===== config.mk =====
export PLATFORM = sky130hd
export DESIGN_NAME = ext_bus_splitter
export DESIGN_NICKNAME = d
export VERILOG_FILES = /design/src/rtl/ext_bus_splitter.sv
export SDC_FILE = /design/constraint.sdc
export NUM_CORES = 1
export LEC_CHECK = 0
export ABC_CLOCK_PERIOD_IN_PS = 9400
export BUFFER_PORTS_ARGS = -buffer_cell sky130_fd_sc_hd__buf_2
export CAP_MARGIN = 20
export CORE_ASPECT_RATIO = 0.8
export CORE_MARGIN = 2
export CORE_UTILIZATION = 55
export CTS_CLUSTER_DIAMETER = 80
export DETAILED_ROUTE_END_ITERATION = 10
export GPL_ROUTABILITY_DRIVEN = 0
export PLACE_DENSITY = 0.83
export SLEW_MARGIN = 20
export SYNTH_ARGS = -nofsm -noshare
export SYNTH_HDL_FRONTEND = slang
export SYNTH_SLANG_ARGS = --single-unit

===== constraint.sdc =====
create_clock -name clk -period 9.4 [get_ports clk]
set_input_delay 0.94 -clock clk [delete_from_list [all_inputs] [get_ports clk]]
set_output_delay 0.94 -clock clk [all_outputs]
set_load 0.005 [all_outputs]

===== src/rtl/ext_bus_splitter.sv =====
module ext_bus_splitter #(
  parameter int ADDR_W = 24,
  parameter int AREA_W = 5
) (
  input  logic              clk,
  input  logic              rst_n,
  input  logic              boot_mode,
  input  logic              cfg_we,
  input  logic [7:0]        cfg_wdata,
  output logic [7:0]        cfg_rdata,
  input  logic              req_valid,
  output logic              req_ready,
  input  logic [ADDR_W-1:0] req_addr,
  input  logic [1:0]        req_size,
  input  logic              req_write,
  input  logic [31:0]       req_wdata,
  input  logic [AREA_W-1:0] req_area,
  input  logic              req_dev8,
  output logic              done,
  output logic [31:0]       rdata,
  output logic              addr_err,
  output logic              bus_req,
  output logic              bus_write,
  output logic [ADDR_W-1:0] bus_addr,
  output logic [15:0]       bus_wdata,
  output logic              bus_be_lo,
  output logic              bus_be_hi,
  input  logic [15:0]       bus_rdata,
  input  logic              bus_ready
);

  function automatic logic area_big(input logic [AREA_W-1:0] a, input logic [7:0] m);
    case (int'(a))
      4, 5:   return m[0];
      6:      return m[1];
      7, 8:   return m[2];
      9, 10:  return m[3];
      11, 12: return m[4];
      13, 14: return m[5];
      15, 16: return m[6];
      17, 18: return m[7];
      default: return 1'b0;
    endcase
  endfunction

  logic [7:0]        cfg_q;
  logic              busy_q, done_q, err_q;
  logic              big_q, dev8_q, wr_q;
  logic [1:0]        size_q, cnt_q, last_q;
  logic [ADDR_W-1:0] addr_q;
  logic [31:0]       wd_q, acc_q;

  assign cfg_rdata = {cfg_q[7:4], cfg_q[3] & ~boot_mode, cfg_q[2:0]};

  wire accept   = req_valid & ~busy_q;
  wire misalign = (req_size == 2'd1 && req_addr[0]) || (req_size[1] && req_addr[1:0] != 2'b00);
  wire [1:0] nbm1_d = req_size[1] ? 2'd3 : (req_size[0] ? 2'd1 : 2'd0);
  wire [1:0] last_d = req_dev8 ? nbm1_d : (req_size[1] ? 2'd1 : 2'd0);

  wire [1:0] nbm1   = size_q[1] ? 2'd3 : (size_q[0] ? 2'd1 : 2'd0);
  wire [1:0] off0   = dev8_q ? cnt_q : {cnt_q[0], 1'b0};
  wire       single = dev8_q | (size_q == 2'd0);
  wire       hi_sel = dev8_q ? big_q : (addr_q[0] ^ big_q);
  wire [1:0] one_idx = big_q ? nbm1 - off0 : off0;
  wire [1:0] lo_idx = single ? one_idx : (big_q ? nbm1 - off0 - 2'd1 : off0);
  wire [1:0] hi_idx = single ? one_idx : (big_q ? nbm1 - off0 : off0 + 2'd1);
  wire       step   = busy_q & bus_ready;

  assign req_ready = ~busy_q;
  assign done      = done_q;
  assign addr_err  = err_q;
  assign rdata     = acc_q;
  assign bus_req   = busy_q;
  assign bus_write = busy_q & wr_q;
  assign bus_addr  = addr_q + {{(ADDR_W-2){1'b0}}, off0};
  assign bus_wdata = {wd_q[{hi_idx, 3'b000} +: 8], wd_q[{lo_idx, 3'b000} +: 8]};
  assign bus_be_hi = busy_q & (~single | hi_sel);
  assign bus_be_lo = busy_q & (~single | ~hi_sel);

  always_ff @(posedge clk or negedge rst_n) begin
    if (!rst_n) begin
      cfg_q  <= '0;
      busy_q <= 1'b0;
      done_q <= 1'b0;
      err_q  <= 1'b0;
      big_q  <= 1'b0;
      dev8_q <= 1'b0;
      wr_q   <= 1'b0;
      size_q <= '0;
      cnt_q  <= '0;
      last_q <= '0;
      addr_q <= '0;
      wd_q   <= '0;
      acc_q  <= '0;
    end else begin
      done_q <= 1'b0;
      err_q  <= 1'b0;
      if (cfg_we) cfg_q <= cfg_wdata;
      if (accept) begin
        if (misalign) begin
          err_q <= 1'b1;
        end else begin
          busy_q <= 1'b1;
          big_q  <= area_big(req_area, cfg_rdata);
          dev8_q <= req_dev8;
          wr_q   <= req_write;
          size_q <= req_size;
          cnt_q  <= '0;
          last_q <= last_d;
          addr_q <= req_addr;
          wd_q   <= req_wdata;
          acc_q  <= '0;
        end
      end
      if (step) begin
        if (!wr_q) begin
          if (single) begin
            acc_q[{one_idx, 3'b000} +: 8] <= hi_sel ? bus_rdata[15:8] : bus_rdata[7:0];
          end else begin
            acc_q[{lo_idx, 3'b000} +: 8] <= bus_rdata[7:0];
            acc_q[{hi_idx, 3'b000} +: 8] <= bus_rdata[15:8];
          end
        end
        if (cnt_q == last_q) begin
          busy_q <= 1'b0;
          done_q <= 1'b1;
        end else begin
          cnt_q <= cnt_q + 2'd1;
        end
      end
    end
  end

endmodule



After elaboration in Yosys (flattened, before gate mapping)

Index checks and enable logic that the tools add are counted.

Bits in registers: 108
Output and inout bits: 87
Word-level logic and storage cells: 109

Add/subtract/negate cells: 8
Eq/ne operators: 17
Shift operators: 8
Mux-type cells: 35
Bitwise gates (word level): 15
Reductions and logical operators: 13

Operators by type and width:

| cell                   | number |
|---|---|
| $mux 32                | 5 |
| $bwmux 32              | 3 |
| $shift 8x7->32 const A | 3 |
| $shiftx 8x7->32        | 3 |
| $shiftx 32x6->8        | 2 |
| $eq 5x4->1 const B     | 8 |
| $mux 2                 | 13 |
| $add 24x2->24          | 1 |
| $neg 5->7              | 3 |
| $eq 5x3->1 const B     | 4 |
| $eq 5x5->1 const B     | 3 |
| $reduce_or 2->1        | 7 |
| $mux 1                 | 12 |
| $mux 8                 | 1 |
| $pmux 1 s8             | 1 |
| $and 1x1->1            | 6 |
| $not 1->1              | 5 |
| $add 2x1->2 const B    | 2 |
| $or 1x1->1             | 3 |
| $eq 2x1->1 const B     | 1 |
| $eq 2x2->1             | 1 |
| $logic_and 1x1->1      | 2 |
| $logic_not 2->1        | 1 |
| $reduce_and 2->1       | 1 |
| other kinds (5)        | 5 |

Logic depth before layout (Yosys ltp)

Word-level depth: 13
Gate-level depth with buffers: 14

Worst setup path before layout

No wires, ideal clock.

Path type: register to output
From: reg dev8_q
To: out bus_addr[21]
Arrival: 2.170 ns
Required time: 8.460 ns
Path slack: 6.290 ns
Cell stages (with the launch flop): 9
Path buffers: 1
Cell sequence: dfrtp_1 -> buf_6 -> mux2_4 -> ha_1 -> a41o_1 -> nor3b_1 -> nand2_1 -> nor2_1 -> xor2_1

Cells in the longest elaborated chain, start to end: 2

RTL lines:

| element                | line | text |
|---|---|---|
| from (decl)            | 48   | `logic big_q, dev8_q, wr_q;` |
| from (signal assigned) | 105  | `dev8_q <= req_dev8;` |
| $mux 2                 | 61   | `wire [1:0] off0 = dev8_q ? cnt_q : {cnt_q[0], 1'b0};` |
| $add 24x2->24          | 75   | `assign bus_addr = addr_q + {{(ADDR_W-2){1'b0}}, off0};` |
| to (decl)              | 24   | `output logic [ADDR_W-1:0] bus_addr,` |

No other way between the ends.

Worst setup path after layout

From: reg cnt_q[0]
To: out bus_addr[21]

Cells in the longest elaborated chain, start to end: 2

RTL lines:

| element                | line | text |
|---|---|---|
| from (decl)            | 49   | `logic [1:0] size_q, cnt_q, last_q;` |
| from (signal assigned) | 128  | `cnt_q <= cnt_q + 2'd1;` |
| $mux 2                 | 61   |  |
| $add 24x2->24          | 75   |  |

No other way between the ends.

==> out/qor.yml <==
worst_setup_path:
  start_kind: "flop"
  worstPathArrival_ns: 3.10
  critical_path_peak_fanout: 12
  reg2reg_depth: 10
  criticalPathCategory: "reg -> out"
  crit_required_ns: 8.46
  worstSetupEndpointType: "primary output"
routing:
  wl_per_cell_um: 15.8
  viasPerCell: 5.73
  drt_first_iter_violations: 499
  dr.pass1.iters: 5
  ant_nets: 0
  drc: 0
  wirelength_um: 16900
  dr_total_vias: 6118
logic_synthesis:
  synth_top_family_by_area: "simple AND/OR/NAND/NOR gates"
  syn_area_per_cell_um2: 8.66
  ys_async_sr_fraction_pct: 100
  yosys_warnings: 0
  yosysSeqAreaShare_pct: 40.8
  syn_area_mm2: 0.00663
  synth_top_cell_by_area: "dfrtp_1"
  synthSimpleGateAreaFrac_pct: 24.9
  synth_fa_ha_area_share_pct: 3.32
  synth_compound_area_share_pct: 13.0
  synth-seq-cells: 108
  synth_cell_types: 57
  synth_xor_area_share_pct: 4.08
  ys.flop_type: "dfrtp_1"
  yosysTopAreaCellShare_pct: 40.8
  synth_edf_count: 0
  synth_mux_area_share_pct: 9.46
  synth_area_leaders: "dfrtp_1 41%, nand2_1 13%, mux2i_1 6.3%"
  syn_nets: 877
  synth_cells: 765
sta:
  worst_slew_pin_slew_ns: 0.961
  clock.fmax_mhz: 247
  fin_crit_sh_pct: 43.0
  setup_viol_count_final: 0
  timing.hold.ws_ns: 0.505
  hold_viol_final: 0
  slew_headroom_pct: 35.8
  layout_min_cycle_time_ns: 4.04
  rsz0062_at_grt: "no"
  finalWorstSetupSlack_ns: 5.36
  setup-tns-final_ns: 0
  fin_worst_skew_ns: 0.00496
  finalMaxSlewViolations: 0
clock_network:
  cts.sinks: 108
  cts_setup_buffers: 0
  cts.path.max_buffers: 2
  htree_levels: 3
  cts_tree: "done"
  cts-resized-gates: 0
  numCtsBuffers: 9
  root_buffer: "clkbuf_16"
  ctsHoldBuffers: 0
  clock_latency_ns: 0.34
  clk_pin_slew_ns: 0.07
die:
  dieArea_mm2: 0.0129
  std_cell_rows: 35
  start_util_pct: 56.9
  ios: 182
  die_h_um: 102
  chipWidth_um: 127
  core_area_mm2: 0.0116
cells_and_area:
  layout-drive-gt1-share_pct: 25.1
  final_common_cell: "nand2_1"
  final_cell_mix: "221 x nand2_1, 180 x buf_2, 108 x dfrtp_1"
  syn2layout_area_growth_pct: 17.9
  antenna_cells: 0
  final_net_count: 1026
min_path:
  whs_path_depth: 2
  hold_path.class: "reg -> reg"
power:
  powerDensity_mw_per_mm2: 369
  ir_drop_uv: 229
  p_leak_nw: 3.92
grt:
  overflow: 0
  grt_pass1_vias: 5536
  grtUsageTotal_pct: 26.2
  grt_max_degree: 64
  grt_pass1_wl_um: 27300
  antenna_found_initial: 0
run:
  max_cap_viol_count: 0
place:
  post-place-ws_ns: 5.67
  io_buffers: 181
  dp_hpwl_um: 12300
outcome:
  status: "completed"
==> final timing paths <==
path	start	end	slack (ns)
max in group asynchronous	rst_n	wd_q[20]	7.59
min	wd_q[19]	wd_q[19]	0.50
max	cnt_q[0]	bus_addr[21]	5.36
min in group asynchronous	rst_n	addr_q[19]	0.62
min reg2reg	wd_q[19]	wd_q[19]	0.50
max reg2reg	cnt_q[0]	rdata[26]	5.66
==> critical path, cell delays in order, from the launching register on <==
cell and delay, ns:
dfrtp_1 0.53, mux2_4 0.36, ha_1 0.27, a41o_1 0.23, nor3b_1 0.80, nand2_1 0.13
nor2_1 0.17, xor2_1 0.14, buf_2 0.12
==> routing by layer <==
metal	vias up	wire [µm]	track usage, %
met5	-	0	0
met4	0	199	5.66
met3	22	1330	5.08
met2	279	7500	40.8
met1	2878	7860	38.5
li1	2939	-	-
==> registers in the layout, indices dropped and copies added, names as in the netlist <==
| register | count |
|---|---|
| rdata | 32 |
| wd_q | 32 |
| addr_q | 24 |
| cfg_q | 8 |
| cnt_q | 2 |
| last_q | 2 |
| size_q | 2 |
| addr_err | 1 |
| big_q | 1 |
| bus_req | 1 |
| dev8_q | 1 |
| done | 1 |
| wr_q | 1 |
==> logic make-up (layout without fill, tap and decap cells) <==
family	count (synthesis)	in the layout
adder cells (fa/ha/maj)	17	17
AO/OA/AOI/OAI	133	133
XOR/XNOR	30	30
buffers and inverters	60	214
AND/OR/NAND/NOR	357	357
multiplexers	60	60
flip-flops	108	108
==> synthesized netlist by cell type (10+ instances only) <==
master and n:
nor2_1 30, a31oi_1 11, nand2_1 221, nand3_1 10
dfrtp_1 108, nand4_1 11, xnor2_1 23, ha_1 16
a221oi_1 10, clkbuf_1 21, buf_4 10, nor3_1 20
nor3b_1 10, inv_1 12, a21oi_1 67, mux2i_1 42
nor2b_1 18, mux2_2 15
==> area by class of cell <==
cell class              count  area (µm²)
flip-flops and latches    108        2700
fillers                   983        3840
inverters                  12        45.0
repair buffers            186         946
clock buffers              12         256
multi-input cells         597        3640
well taps                 148         185
clock inverters             4        31.3
==> per-stage QoR <==
stage | cells | util (%) | instance area (µm²) | total power [W]
finish | 1067 | 67.1 | 7810 | 0.00288
global route | 1067 | 67.1 | 7810 | 0.00312
CTS | 1067 | 67.1 | 7810 | 0.00288
detailed placement | 1051 | 64.6 | 7520 | 0.00251
global placement | 1051 | 64.6 | 7520 | 0.00247
floorplan | 765 | - | 6630 | 0.00201
==> power by group <==
part	internal, W	switching, W
sequential	0.000686	0.000221
clock	0.000197	0.000169
combinational	0.000717	0.000893
Power figures use the tool's default switching activity.
